[src/rtl/ratediv_pkg.sv]
package ratediv_pkg;

  localparam int FS_NUM    = 6;
  localparam int FS_CODE_W = 3;
  localparam int FS_CNT_W  = 8;
  localparam int FS_COR_W  = 2;
  localparam int FS_HZ_W   = 10;

  typedef enum logic [FS_CODE_W-1:0] {
    FS_OFF = 3'd0,
    FS_500 = 3'd1,
    FS_50  = 3'd2,
    FS_60  = 3'd3,
    FS_100 = 3'd4,
    FS_2   = 3'd5
  } fsel_e;

  // Output rate in Hz for each code
  function automatic logic [FS_HZ_W-1:0] fs_hz(input fsel_e c);
    case (c)
      FS_500:  return 10'd500;
      FS_50:   return 10'd50;
      FS_60:   return 10'd60;
      FS_100:  return 10'd100;
      FS_2:    return 10'd2;
      default: return 10'd0;
    endcase
  endfunction

  // Base ticks per period (before correction)
  function automatic logic [FS_CNT_W-1:0] fs_reload(input fsel_e c);
    case (c)
      FS_500:  return 8'd1;
      FS_50:   return 8'd10;
      FS_60:   return 8'd8;
      FS_100:  return 8'd5;
      FS_2:    return 8'd250;
      default: return 8'd0;
    endcase
  endfunction

  // Periods between stretched periods
  function automatic logic [FS_COR_W-1:0] fs_corr(input fsel_e c);
    case (c)
      FS_60:   return 2'd3;
      default: return 2'd0;
    endcase
  endfunction

endpackage

[src/rtl/ratediv_rstsync.sv]
module ratediv_rstsync #(
  parameter int STAGES = 2
) (
  input  logic clk,
  input  logic arst_n,
  output logic srst_n
);

  logic [STAGES-1:0] sync_q;

  always_ff @(posedge clk or negedge arst_n) begin
    if (!arst_n) begin
      sync_q <= '0;
    end else begin
      sync_q <= {sync_q[STAGES-2:0], 1'b1};
    end
  end

  assign srst_n = sync_q[STAGES-1];

endmodule

[src/rtl/ratediv_decode.sv]
module ratediv_decode
  import ratediv_pkg::*;
#(
  parameter int NUM_CH   = 4,
  parameter int NUM_FREE = 2,
  parameter int HZ_W     = FS_HZ_W,
  localparam int CH_W    = $clog2(NUM_CH)
) (
  input  logic            wr_en,
  input  logic [CH_W-1:0] wr_ch,
  input  logic [HZ_W-1:0] wr_hz,
  output logic            accept,
  output logic            reject,
  output fsel_e           code
);

  logic hit;
  logic locked;

  // Table search: first matching entry wins
  always_comb begin
    hit  = 1'b0;
    code = FS_OFF;
    for (int i = 0; i < FS_NUM; i++) begin
      if (!hit && (wr_hz == HZ_W'(fs_hz(fsel_e'(FS_CODE_W'(i)))))) begin
        hit  = 1'b1;
        code = fsel_e'(FS_CODE_W'(i));
      end
    end
  end

  // Upper channels may not be switched off
  assign locked = (code == FS_OFF) && (wr_ch >= CH_W'(NUM_FREE));
  assign accept = wr_en && hit && !locked;
  assign reject = wr_en && !accept;

endmodule

[src/rtl/ratediv_chan.sv]
module ratediv_chan
  import ratediv_pkg::*;
#(
  parameter int    CNT_W    = FS_CNT_W,
  parameter int    COR_W    = FS_COR_W,
  parameter fsel_e RST_CODE = FS_OFF
) (
  input  logic             clk,
  input  logic             rst_n,
  input  logic             tick,
  input  logic             load,
  input  fsel_e            load_code,
  output fsel_e            code_q,
  output logic [CNT_W-1:0] cnt_q,
  output logic [COR_W-1:0] cor_q,
  output logic             irq_q
);

  fsel_e            code_d;
  logic [CNT_W-1:0] cnt_d;
  logic [COR_W-1:0] cor_d;
  logic [CNT_W-1:0] dec;
  logic             fire_d;
  logic             en;

  always_comb begin
    code_d = code_q;
    cnt_d  = cnt_q;
    cor_d  = cor_q;
    fire_d = 1'b0;
    en     = 1'b0;
    dec    = cnt_q - 1'b1;
    if (load) begin
      en     = 1'b1;
      code_d = load_code;
      cnt_d  = CNT_W'(fs_reload(load_code));
      cor_d  = COR_W'(fs_corr(load_code));
    end else if (tick && (cnt_q != '0)) begin
      en = 1'b1;
      if (dec == '0) begin
        fire_d = 1'b1;
        cnt_d  = CNT_W'(fs_reload(code_q));
        if (cor_q != '0) begin
          cor_d = cor_q - 1'b1;
          if (cor_q == COR_W'(1)) begin
            cnt_d = CNT_W'(fs_reload(code_q)) + 1'b1;
            cor_d = COR_W'(fs_corr(code_q));
          end
        end
      end else begin
        cnt_d = dec;
      end
    end
  end

  always_ff @(posedge clk or negedge rst_n) begin
    if (!rst_n) begin
      code_q <= RST_CODE;
      cnt_q  <= CNT_W'(fs_reload(RST_CODE));
      cor_q  <= COR_W'(fs_corr(RST_CODE));
      irq_q  <= 1'b0;
    end else begin
      if (en) begin
        code_q <= code_d;
        cnt_q  <= cnt_d;
        cor_q  <= cor_d;
      end
      irq_q <= fire_d;
    end
  end

  AST_IDLE_SILENT: assert property (@(posedge clk) disable iff (!rst_n)
    ((cnt_q == '0) && !load) |=> !irq_q);

  AST_FIRE_ON_TICK: assert property (@(posedge clk) disable iff (!rst_n)
    irq_q |-> $past(tick && !load));

  AST_HOLD_NO_TICK: assert property (@(posedge clk) disable iff (!rst_n)
    (!tick && !load) |=> ($stable(cnt_q) && $stable(cor_q)));

  AST_ACTIVE_COUNTS: assert property (@(posedge clk) disable iff (!rst_n)
    (code_q != FS_OFF) |-> (cnt_q != '0));

  AST_OFF_IDLE: assert property (@(posedge clk) disable iff (!rst_n)
    (code_q == FS_OFF) |-> (cnt_q == '0));

endmodule

[src/rtl/ratediv_top.sv]
module ratediv_top
  import ratediv_pkg::*;
#(
  parameter int  NUM_CH   = 4,
  parameter int  NUM_FREE = 2,
  parameter int  HZ_W     = FS_HZ_W,
  parameter int  CNT_W    = FS_CNT_W,
  parameter int  COR_W    = FS_COR_W,
  localparam int CH_W     = $clog2(NUM_CH),
  localparam int CODE_W   = FS_CODE_W
) (
  input  logic              clk,
  input  logic              rst_n,
  input  logic              base_tick,
  input  logic              wr_en,
  input  logic [CH_W-1:0]   wr_ch,
  input  logic [HZ_W-1:0]   wr_hz,
  output logic              wr_ack,
  output logic              wr_err,
  input  logic [CH_W-1:0]   rd_ch,
  output logic [CODE_W-1:0] rd_code,
  output logic [CNT_W-1:0]  rd_count,
  output logic [COR_W-1:0]  rd_corr,
  output logic [NUM_CH-1:0] irq
);

  logic              rst_s;
  logic              accept;
  logic              reject;
  fsel_e             new_code;
  logic [NUM_CH-1:0] ld;
  logic              ack_d, ack_q;
  logic              err_d, err_q;

  fsel_e             code_a [NUM_CH];
  logic [CNT_W-1:0]  cnt_a  [NUM_CH];
  logic [COR_W-1:0]  cor_a  [NUM_CH];

  ratediv_rstsync #(.STAGES(2)) i_rstsync (
    .clk    (clk),
    .arst_n (rst_n),
    .srst_n (rst_s)
  );

  ratediv_decode #(
    .NUM_CH   (NUM_CH),
    .NUM_FREE (NUM_FREE),
    .HZ_W     (HZ_W)
  ) i_decode (
    .wr_en  (wr_en),
    .wr_ch  (wr_ch),
    .wr_hz  (wr_hz),
    .accept (accept),
    .reject (reject),
    .code   (new_code)
  );

  always_comb begin
    ld = '0;
    if (accept) ld[wr_ch] = 1'b1;
    ack_d = accept;
    err_d = reject;
  end

  always_ff @(posedge clk or negedge rst_s) begin
    if (!rst_s) begin
      ack_q <= 1'b0;
      err_q <= 1'b0;
    end else begin
      ack_q <= ack_d;
      err_q <= err_d;
    end
  end

  assign wr_ack = ack_q;
  assign wr_err = err_q;

  for (genvar g = 0; g < NUM_CH; g++) begin : g_ch
    localparam fsel_e RST_SEL = (g < NUM_FREE) ? FS_OFF : FS_500;

    ratediv_chan #(
      .CNT_W    (CNT_W),
      .COR_W    (COR_W),
      .RST_CODE (RST_SEL)
    ) i_chan (
      .clk       (clk),
      .rst_n     (rst_s),
      .tick      (base_tick),
      .load      (ld[g]),
      .load_code (new_code),
      .code_q    (code_a[g]),
      .cnt_q     (cnt_a[g]),
      .cor_q     (cor_a[g]),
      .irq_q     (irq[g])
    );

    if (g >= NUM_FREE) begin : g_lock
      AST_LOCKED_ON: assert property (@(posedge clk) disable iff (!rst_s)
        code_a[g] != FS_OFF);
    end
  end

  assign rd_code  = code_a[rd_ch];
  assign rd_count = cnt_a[rd_ch];
  assign rd_corr  = cor_a[rd_ch];

  AST_ONE_RESPONSE: assert property (@(posedge clk) disable iff (!rst_s)
    wr_en |=> (wr_ack != wr_err));

  AST_QUIET_PORT: assert property (@(posedge clk) disable iff (!rst_s)
    !wr_en |=> (!wr_ack && !wr_err));

endmodule

[config.mk]
export PLATFORM = sky130hd
export DESIGN_NAME = ratediv_top
export DESIGN_NICKNAME = d
export VERILOG_FILES = /design/src/rtl/ratediv_pkg.sv /design/src/rtl/ratediv_rstsync.sv /design/src/rtl/ratediv_decode.sv /design/src/rtl/ratediv_chan.sv /design/src/rtl/ratediv_top.sv
export SDC_FILE = /design/constraint.sdc
export NUM_CORES = 1
export LEC_CHECK = 0
export ABC_CLOCK_PERIOD_IN_PS = 2000
export BUFFER_PORTS_ARGS = -buffer_cell sky130_fd_sc_hd__buf_2
export CAP_MARGIN = 40
export CORE_UTILIZATION = 35
export CTS_CLUSTER_DIAMETER = 100
export DETAILED_ROUTE_END_ITERATION = 12
export GPL_TIMING_DRIVEN = 1
export PLACE_DENSITY = 0.53
export SYNTH_ARGS = -nofsm -noshare
export SYNTH_HDL_FRONTEND = slang
export SYNTH_HIERARCHICAL = 1
export SYNTH_SLANG_ARGS = --single-unit
[constraint.sdc]
create_clock -name clk -period 2 [get_ports clk]
set_input_delay 0.2 -clock clk [delete_from_list [all_inputs] [get_ports clk]]
set_output_delay 0.2 -clock clk [all_outputs]
set_load 0.01 [all_outputs]
==> metrics.yaml, run 1 <==
status: "finished, violations left"
violations: "setup timing"
hold_viol_final: 0
synthCells: 671
synthSimpleGateAreaFrac: 0.245
fin_total_pwr_mw: 11.4
rows: 47
clk_path_buf_depth: 2
route.met2.wl_um: 10800
avgViaCountPerCell: 5.82
cts_sinks: 60
worst-path-max-fanout: 5
required_ns: 2.24
criticalPathCategory: "input pin to flop"
drv_cap: 0
synth_enable_flop_cells: 0
dp_hpwl_um: 14700
nets: 917
die_w_um: 132
power.leakage_nw: 3.69
yosysMostFrequentCell: "dfrtp_1"
cts_tree: "yes"
ys_top_cells_by_count: "56 x dfrtp_1, 53 x nor2_1, 45 x o21ai_0"
synthXorXnorAreaFrac: 0.0413
yosysSeqAreaShare: 0.254
grt_pass1_vias: 6448
powerDensity_nw_per_um2: 1270
clk_latency_ns: 0.34
slowest_stage: "or3_4"
worstSetupStartpointType: "input pin"
sequentialPowerShare: 0.208
remaining_drc_errors: 0
hp-class: "input pin to flop"
grt_pass1_wl_um: 34400
ios: 37
ys_seq_elements: 60
vias: 6360
track_usage: 0.249
clk_pin_slew_ns: 0.06
dr_wl_met3_um: 833
skew_ns: 0.0104
path_cells: "buf_2 -> nor3b_2 -> o2111ai_2 -> a21oi_2 -> o21a_2 -> and3b_2 -> buf_4 -> nand2_2 -> or3_4 -> o31ai_4 -> nor3b_2 -> a211oi_2"
timing.fmax_mhz: 447
synth_area_leaders: "dfrtp_1 24%, ha_1 6.7%, mux4_2 3.8%"
gp_congestion: 0.894
syn_to_final_growth_pct: 50.9
synthDistinctLibCells: 62
async_reset_ff_frac: 1.00
start_util: 0.358
setup_viol: 30
grt_max_degree: 44
crit_top_cell: "nor3b_2"
dr.pass1.iters: 5
switchingPower_mw: 5.08
ys_dominant_reg_cell: "dfrtp_1"
pwr-share-comb: 0.646
syn_nets: 721
muxShareOfSynthArea: 0.0655
root_buffer: "clkbuf_16"
rsz0062_at_grt: "true"
ir_drop_mv: 0.657
slew_headroom: 0.568
drt_iter0_drc: 445
synth_top_area_frac: 0.236
portBuffers: 36
antenna_cells: 0
cp_slowest_stage_delay_ns: 0.34
max_slew.worst_pin.slew_ns: 0.649
cp.arrival_ns: 2.48
clock_power_share: 0.146
swShare: 0.446
fp.coreArea_sq_um: 16600
crit_path_end_kind: "flop"
grt_overflow: 0
synth_compound_area_frac: 0.265
yosysWarnings: 6
drive_above_1_share: 0.516
synthAdderAreaFrac: 0.0674
postSynthAreaPerCell_sq_um: 8.85
p_int_mw: 6.30
wirelength_um: 21700
fin_ws_ns: -0.235
cts_buffers: 9
drt-wirelength-per-cell_um: 19.8
synth_top_family_by_area: "compound AO/OA/AOI/OAI gates"
h-tree-depth: 3
setup_tns_ns: -2.78
routedLengthMet1_um: 9640
die_h_um: 132
dieArea_sq_um: 17500
fin_crit_ns: 2.24
synth_area_sq_um: 5940
finalMaxSlewViolations: 0
antenna_found_initial: 0
fin_crit_sh: 1.12
routed.top_layer: "met4"
detail-route-antenna-nets: 0
yosys.area.top_type: "dfrtp_1"
## critical path: cells and delay by family
family / cells / cell delay [ns]
AOI/OAI and AO/OA: 5 / 0.95
buffers and inverters: 2 / 0.28
and+or+nand+nor: 5 / 1.04
## through the flow
step                cell area, sq um  utilization  hold WS [ns]  cells  setup slack (ns)
finish                          8970        0.541         0.164   1092            -0.235
global route                    8970        0.541         0.162   1092            -0.344
CTS                             8480        0.511         0.157   1080            -0.201
detailed placement              7370        0.444       -0.0110   1026            -0.806
global placement                7370        0.444       -0.0108   1026            -0.690
floorplan                       6130            -       -0.0956    671            -0.386
## power groups by stage
stage	clock, mW	combinational, mW	sequential [mW]
after CTS	1.69	6.71	2.32
after global placement	0	5.72	2.30
after detailed placement	0	5.81	2.32
after global routing	1.73	7.86	2.44
final	1.66	7.36	2.36
after floorplan	0	3.77	2.15
## layout make-up
class / count / area [sq um]
clock buffers: 15 / 278
repair buffers: 223 / 1760
flip-flops and latches: 60 / 1510
fillers: 1491 / 7620
well taps: 220 / 275
inverters: 40 / 150
multi-input cells: 533 / 4970
clock inverters: 1 / 30.0
## layer usage
metal,track usage,up-vias
met5,0,-
met4,0.0862,0
met3,0.0304,31
met2,0.425,183
met1,0.324,3187
li1,-,2959
## timing repair
action                                  4_1_cts  5_1_grt
endpoints found under the setup margin       39       47
setup buffers                                34       14
hold buffers                                  1        0
resized for setup                           100       89
gates cloned                                  4        0
endpoints found under the hold margin         2        0
pin swaps                                    48       43
## kinds of logic after synthesis
group | after synthesis
simple gates | 228
fa+ha+maj | 32
compound gates | 219
other cells | 1
flops | 60
mux | 21
xor+xnor | 28
buf+inv | 82
## registers in the layout, summed over array words and instances (netlist names)
signal and count:
g_ch.i_chan/cnt_q 32, g_ch.i_chan/code_q 12, g_ch.i_chan/cor_q 8, g_ch.i_chan/irq_q 4, i_rstsync/sync_q 2, wr_ack 1
wr_err 1
## worst paths after layout
| kind | start | end | slack [ns] | cells past startpoint |
|---|---|---|---|---|
| max | wr_hz[3] | g_ch[1].i_chan/cor_q[0] | -0.24 | 12 |
| min | wr_en | wr_err | 0.16 | 2 |
| max reg2reg | g_ch[1].i_chan/cnt_q[0] | g_ch[1].i_chan/cor_q[0] | -0.16 | 7 |
| min reg2reg | i_rstsync/sync_q[1] | g_ch[0].i_chan/cor_q[1] | 0.21 | 0 |
| max in group asynchronous | i_rstsync/sync_q[1] | g_ch[3].i_chan/code_q[0] | 1.14 | 1 |
| min in group asynchronous | rst_n | i_rstsync/sync_q[0] | 0.17 | 2 |
## placed cells by master (no fill, tap or decap), types with 6 or more instances in the layout
master     count
buf_4        159
dfrtp_1       53
nor2_1        44
a21oi_1       34
o21ai_0       34
buf_2         34
inv_1         28
nand2_1       23
ha_1          23
buf_6         22
xnor2_1       20
a41oi_1       15
a211oi_2      15
o21ai_1       13
nor3b_1       13
inv_2         12
a31oi_1       12
nand3_1       11
mux4_2        10
nor3b_2       10
clkbuf_16      9
nor3_2         9
a211oi_1       9
nand3b_1       8
or2_2          8
or4_4          8
nor2b_1        8
nand2_2        8
o31a_1         8
nor4_1         8
o21ai_2        8
ha_4           8
a31o_4         7
o21ai_4        7
a21oi_2        6
buf_12         6
No activity file was read; power rests on OpenSTA's default activity.
==> run 2: changes to the inputs <==
--- a/config.mk
+++ b/config.mk
@@ -5,6 +5,7 @@
 export SDC_FILE = /design/constraint.sdc
 export NUM_CORES = 1
 export LEC_CHECK = 0
+export ABC_AREA = 1
 export ABC_CLOCK_PERIOD_IN_PS = 2000
 export BUFFER_PORTS_ARGS = -buffer_cell sky130_fd_sc_hd__buf_2
 export CAP_MARGIN = 40
==> run 2 against run 1 <==
Against the previous run: the run now ends clean; via count decreased by 3.2%; worst setup slack improved by 0.34 ns; core utilization decreased by 9.1 points; total power decreased by 52%; die area increased by 0.98%; synthesized cell count increased by 47%; non-clock buffer count decreased by 104; critical path type is now flop to flop; critical endpoint is now g_ch[0].i_chan/cnt_q[4].
==> metrics.yaml, run 2 <==
remaining_drc_errors: 0  # unchanged
grt_max_degree: 59  # +34%
required_ns: 2.27  # +0.03 ns
power.leakage_nw: 4.38  # +18%
worstSetupStartpointType: "flop"
drv_cap: 0  # unchanged
post_dp_cell_area_sq_um: 7020  # -4.7%
gp_congestion: 0.847  # -5.2%
grt_pass1_wl_um: 27200  # -21%
final_cells: 1328  # +22%
min_from: "wr_en"
min_to: "wr_err"
drive_above_1_share: 0.227  # -0.290
status: "finished clean"
whs_path_depth: 3  # +1
cp.arrival_ns: 2.16  # -0.32 ns
dp_hpwl_um: 13000  # -12%
setup_viol: 0  # -100%
antenna_found_initial: 2  # +2
slowest_stage: "dfrtp_1"
layout_common_cells: "271 x nand2_1, 188 x inv_1, 112 x nand3_1, 79 x buf_4, 76 x nor2_1"
layout_commonest_cell: "nand2_1"
grt_pass1_vias: 5816  # -9.8%
largest-register: "g_ch.i_chan/cnt_q"
vias: 6159  # -3.2%
synth_area_leaders: "dfrtp_1 23%, nand2_1 17%, inv_1 12%"
yosysWarnings: 6  # unchanged
dp_cells: 1304  # +27%
rows: 47  # unchanged
rr_endpoint: "g_ch[0].i_chan/cnt_q[4]"
ys_top_cells_by_count: "276 x nand2_1, 198 x inv_1, 118 x nand3_1"
detail-route-antenna-nets: 0  # unchanged
postSynthAreaPerCell_sq_um: 6.07  # -31%
ios: 37  # unchanged
grt_overflow: 0  # unchanged
root_buffer: "clkbuf_16"
clk_latency_ns: 0.34  # about the same
fp.coreArea_sq_um: 16600  # +0.35%
stdcell_area_sq_um: 7490  # -16%
cts_tree: "yes"
fin_crit_sh: 0.945  # -0.172
fin_ws_ns: 0.109  # +0.345 ns
yosysMostFrequentCell: "nand2_1"
yosys.area.top_type: "dfrtp_1"
die_w_um: 133  # +0.49%
ir_drop_mv: 0.434  # -34%
hold_viol_final: 0  # unchanged
finalMaxSlewViolations: 0  # unchanged
cp_slowest_stage_delay_ns: 0.43  # +0.09 ns
synthDistinctLibCells: 34  # -45%
synthCells: 988  # +47%
utilization: 0.450  # -0.0907
dp_slack_ns: -0.116  # +0.690 ns
pwr-share-comb: 0.367  # -0.279
wirelength_um: 16500  # -24%
antenna_cells: 0  # unchanged
powerDensity_nw_per_um2: 724  # -43%
synth_area_sq_um: 6000  # +0.99%
clock_power_share: 0.301  # +0.155
async_reset_ff_frac: 1.00  # unchanged
rr_worst_depth: 11  # +4
fillers: 1807  # +21%
portBuffers: 36  # unchanged
hp-class: "input pin to flop"
cts_sinks: 60  # unchanged
skew_ns: 0.00904  # -0.00138 ns
timing.fmax_mhz: 529  # +18%
drt-wirelength-per-cell_um: 12.4  # -37%
syn_to_final_growth_pct: 24.8
reg.largest.list: "g_ch.i_chan/cnt_q x32, g_ch.i_chan/code_q x12, g_ch.i_chan/cor_q x8"
track_usage: 0.194  # -0.0544
h-tree-depth: 3  # unchanged
dr.pass1.iters: 5  # unchanged
dieArea_sq_um: 17700  # +0.98%
swShare: 0.394  # -0.0523
syn_nets: 1038  # +44%
fin_crit_ns: 1.89  # -0.345 ns
p_int_mw: 3.28  # -48%
reg2reg_from: "g_ch[0].i_chan/code_q[1]"
crit_path_end_kind: "flop"
drt_iter0_drc: 329  # -26%
cts_buffers: 9  # unchanged
sequentialPowerShare: 0.333  # +0.125
clk_path_buf_depth: 2  # unchanged
criticalPathCategory: "flop to flop"
avgViaCountPerCell: 4.64  # -20%
nets: 1153  # +26%
ys_seq_elements: 60  # unchanged
start_util: 0.360  # +0.00227
largest_register_ffs: 32  # unchanged
ys_dominant_reg_cell: "dfrtp_1"
whs_ns: 0.0761  # -0.0882 ns
crit_top_cell: "nand2_1"
switchingPower_mw: 2.14  # -58%
synth_enable_flop_cells: 0  # unchanged
die_h_um: 133  # +0.49%
synth_top_area_frac: 0.234  # -0.00231
r2r_slack_ns: 0.11  # +0.27 ns
yosysSeqAreaShare: 0.251  # -0.00249
clk_pin_slew_ns: 0.06  # about the same
worst-path-max-fanout: 5  # unchanged
path_cells: "ha_1 -> nor2_1 -> ha_1 -> inv_1 -> nor2_2 -> nand2_1 -> o21ai_0 -> nand3_1 -> nand2_1 -> nand2_1 -> a21oi_1"
-- run 2: changes by cell type after synthesis, moves of 12 or more --
cell      before  now
nor3b_1       23    0
a211oi_1      16    0
o21ai_1       13    1
nor2_2         0   12
a41oi_1       20    0
nand3_1       14  118
nand4_1        2   14
inv_1         40  198
nand2_2        0   26
clkbuf_1      20    4
nand2_1       33  276
nor2_1        53   85
xnor2_1       20    0
buf_2         17    2
-- run 2: power by group through the flow --
stage | Clock, mW | Combinational [mW] | Sequential (mW)
CTS | 1.68 | 1.94 | 1.81
global route | 1.71 | 2.28 | 1.85
detailed placement | 0 | 1.93 | 1.83
finish | 1.63 | 1.99 | 1.80
floorplan | 0 | 1.34 | 1.75
global placement | 0 | 1.93 | 1.84
-- run 2: layout make-up --
| cell class | instances | area (sq um) | area share |
|---|---|---|---|
| sequential | 60 | 1510 | 0.202 |
| clock buffer | 15 | 268 | 0.0358 |
| inverter | 208 | 793 | 0.106 |
| multi-input combinational | 705 | 3770 | 0.503 |
| clock inverter | 1 | 30.0 | 0.00401 |
| timing repair buffer | 119 | 843 | 0.113 |
| tap | 220 | 275 | 0.0368 |
-- run 2: worst max-delay path by stage --
| stage | from | endpoint | slack [ns] |
|---|---|---|---|
| after floorplan | wr_hz[8] | g_ch[0].i_chan/cor_q[1] | -0.006 |
| after global placement | wr_hz[0] | g_ch[2].i_chan/cnt_q[3] | -0.08 |
| after detailed placement | wr_hz[0] | g_ch[0].i_chan/cnt_q[3] | -0.12 |
| after CTS | g_ch[1].i_chan/code_q[1] | g_ch[1].i_chan/cnt_q[4] | 0.05 |
| after global routing | g_ch[3].i_chan/cnt_q[0] | g_ch[3].i_chan/cnt_q[3] | -0.004 |
| final | g_ch[0].i_chan/code_q[1] | g_ch[0].i_chan/cnt_q[4] | 0.11 |
-- run 2: layer usage --
layer  up-vias  routed length, um  track usage
li1       3289                  -            -
met1      2753               7880        0.248
met2        94               7560        0.319
met3        21                830       0.0529
met4         2                257       0.0587
met5         -                  8            0
-- run 2: logic make-up (layout without fill, tap and decap cells) --
| family | count (synthesis) | in the layout | synth area share |
|---|---|---|---|
| simple gates | 565 | 565 | 0.427 |
| buf+inv | 223 | 343 | 0.154 |
| compound gates | 99 | 99 | 0.0891 |
| flops | 60 | 60 | 0.251 |
| fa+ha+maj | 32 | 32 | 0.0667 |
| xor+xnor | 8 | 8 | 0.0117 |
| other cells | 1 | 1 | 0.000625 |
-- run 2: what timing repair did --
item,CTS,global route
buffers inserted,0,7
resized for setup,0,35
endpoints found under the setup margin,0,23
hold buffers,1,0
hold endpoints to repair,2,0
-- run 2: metrics by stage --
stage                     setup TNS [ns]  total power, mW
after floorplan                 -0.00646             3.10
after global placement             -1.02             3.76
after detailed placement           -1.91             3.76
after CTS                              0             5.43
after global routing            -0.00433             5.84
final                                  0             5.42
-- run 2: critical path: cells and delay by family, from the launching register on --
kind                     cells  cell delay [ns]
flip-flops                   1             0.43
adder cells (fa/ha/maj)      2             0.49
AO/OA/AOI/OAI                2             0.27
buffers and inverters        1             0.04
AND/OR/NAND/NOR              6             0.58
==> run 3: changes to the inputs <==
==> constraint.sdc (replaced) <==
create_clock -name clk -period 2 [get_ports clk]
set_input_delay 0.1 -clock clk [delete_from_list [all_inputs] [get_ports clk]]
set_output_delay 0.1 -clock clk [all_outputs]
set_load 0.01 [all_outputs]
==> run 3 against run 2 <==
Against the previous run: hold slack got worse by 0.0062 ns; sequential cell count unchanged; fmax increased by 0.54%; sequential power about the same; die area unchanged; design area decreased by 2.0%; core utilization decreased by 0.89 points; register-to-register slack about the same; critical path depth increased by 1; non-clock buffer count decreased by 11; count of clock-buffer cells in the layout decreased by 4; routed wire length decreased by 1.2%; critical endpoint is now g_ch[3].i_chan/cnt_q[4].
==> metrics.yaml, run 3 (synthesis gave the netlist of run 2 again) <==
fin_crit_sh: 0.940  # -0.00509
hp-class: "input pin to async pin"
largest_register_ffs: 32  # unchanged
cts_buffers: 9  # unchanged
portBuffers: 36  # unchanged
largest-register: "g_ch.i_chan/cnt_q"
dr.pass1.iters: 5  # unchanged
dp_hpwl_um: 13200  # +1.5%
ir_drop_mv: 0.443  # +2.1%
crit_path_end_kind: "flop"
ios: 37  # unchanged
power.leakage_nw: 4.31  # -1.6%
powerDensity_nw_per_um2: 733  # +1.3%
fin_ws_ns: 0.120  # +0.0102 ns
timing.fmax_mhz: 532  # +0.54%
antenna_cells: 0  # unchanged
slew_headroom: 0.621
grt_pass1_wl_um: 27000  # -0.61%
setup_viol: 0  # unchanged
clk_pin_slew_ns: 0.05  # about the same
syn_to_final_growth_pct: 22.3
clk_path_buf_depth: 2  # unchanged
avgViaCountPerCell: 4.66  # +0.44%
r2r_slack_ns: 0.12  # about the same
grt_overflow: 0  # unchanged
wirelength_um: 16300  # -1.2%
die_w_um: 133  # unchanged
finalMaxSlewViolations: 0  # unchanged
start_util: 0.360  # unchanged
root_buffer: "clkbuf_16"
worst-path-max-fanout: 5  # unchanged
stdcell_area_sq_um: 7340  # -2.0%
cts_sinks: 60  # unchanged
required_ns: 2.26  # about the same
die_h_um: 133  # unchanged
skew_ns: 0.00455  # -0.00449 ns
gp_congestion: 0.830  # -2.0%
nets: 1142  # -0.95%
grt_max_degree: 40  # -32%
rows: 47  # unchanged
track_usage: 0.191  # -0.00301
dp_slack_ns: -0.113  # +0.00353 ns
cts_tree: "yes"
hold_viol_final: 0  # unchanged
vias: 6135  # -0.39%
worstSetupStartpointType: "flop"
reg.largest.list: "g_ch.i_chan/cnt_q x32, g_ch.i_chan/code_q x12, g_ch.i_chan/cor_q x8"
drt_iter0_drc: 235  # -29%
drive_above_1_share: 0.215  # -0.0114
fin_total_pwr_mw: 5.38  # -0.70%
cp.arrival_ns: 2.14  # -0.02 ns
dieArea_sq_um: 17700  # unchanged
reg2reg_from: "g_ch[3].i_chan/code_q[2]"
detail-route-antenna-nets: 0  # unchanged
fp.coreArea_sq_um: 16600  # unchanged
h-tree-depth: 3  # unchanged
rr_endpoint: "g_ch[3].i_chan/cnt_q[4]"
drv_cap: 0  # unchanged
criticalPathCategory: "flop to flop"
antenna_found_initial: 0  # -2
post_dp_cell_area_sq_um: 6900  # -1.7%
clk_latency_ns: 0.34  # about the same
drt-wirelength-per-cell_um: 12.4  # -0.38%
fin_crit_ns: 1.88  # -0.0102 ns
layout_common_cells: "270 x nand2_1, 192 x inv_1, 113 x nand3_1, 79 x nor2_1, 67 x buf_4"
layout_commonest_cell: "nand2_1"
remaining_drc_errors: 0  # unchanged
rsz0062_at_grt: "true"
max_slew.worst_pin.slew_ns: 0.568
grt_pass1_vias: 5804  # -0.21%
rr_worst_depth: 12  # +1
status: "finished clean"
[run 3: final cells by class]
class | count | area (sq um)
clock inverters | 5 | 50.0
clock buffers | 11 | 253
flip-flops and latches | 60 | 1510
fillers | 1796 | 9300
multi-input cells | 705 | 3700
well taps | 220 | 275
repair buffers | 108 | 754
inverters | 208 | 791
[run 3: per-stage QoR]
stage	setup TNS, ns	hold WS (ns)	cells	util
2_1_floorplan	-0.116	-0.196	988	-
3_3_place_gp	-0.412	-0.114	1298	0.415
3_5_place_dp	-1.02	-0.114	1298	0.415
4_1_cts	0	0.0588	1316	0.434
5_1_grt	-0.0241	0.0634	1317	0.441
6_report	0	0.0699	1317	0.441
[run 3: worst max path at each step]
| stage | start | end | slack, ns | cells after the start |
|---|---|---|---|---|
| 4_1_cts | g_ch[1].i_chan/code_q[1] | g_ch[1].i_chan/cnt_q[4] | 0.03 | 14 |
| 6_report | g_ch[3].i_chan/code_q[2] | g_ch[3].i_chan/cnt_q[4] | 0.12 | 12 |
| 3_5_place_dp | wr_hz[4] | g_ch[0].i_chan/cnt_q[6] | -0.11 | 15 |
| 5_1_grt | g_ch[1].i_chan/code_q[1] | g_ch[1].i_chan/cnt_q[4] | -0.02 | 11 |
| 2_1_floorplan | wr_hz[9] | g_ch[3].i_chan/cor_q[0] | -0.007 | 14 |
| 3_3_place_gp | wr_hz[4] | g_ch[0].i_chan/cnt_q[6] | -0.05 | 15 |
[run 3: critical path, stage by stage (launching register included)]
cell     delay [ns]
dfrtp_1        0.37
inv_1          0.14
ha_1           0.28
nor2_1         0.12
ha_1           0.15
inv_1          0.05
nor2_2         0.12
nand2_1        0.07
o21ai_1        0.16
nand3_1        0.10
nand2_1        0.07
nand2_1        0.06
a21oi_1        0.12
[run 3: report_power, final]
part	internal, mW	total (mW)	switching, mW
Sequential	1.45	1.81	0.361
Combinational	0.780	1.97	1.19
Clock	1.02	1.60	0.577
Total	3.26	5.38	2.13
[run 3: repair_timing]
item	CTS	global route
resized for setup	1	39
hold buffers	2	0
setup buffers	0	1
pin swaps	0	2
setup endpoints to repair	1	18
hold endpoints to repair	3	0
[run 3: per-layer routing]
layer / global-route usage / vias up / part of all wire
li1: - / 3282 / -
met3: 0.0487 / 12 / 0.050
met1: 0.243 / 2746 / 0.48
met5: 0 / - / 0
met2: 0.325 / 95 / 0.46
met4: 0.0421 / 0 / 0.012
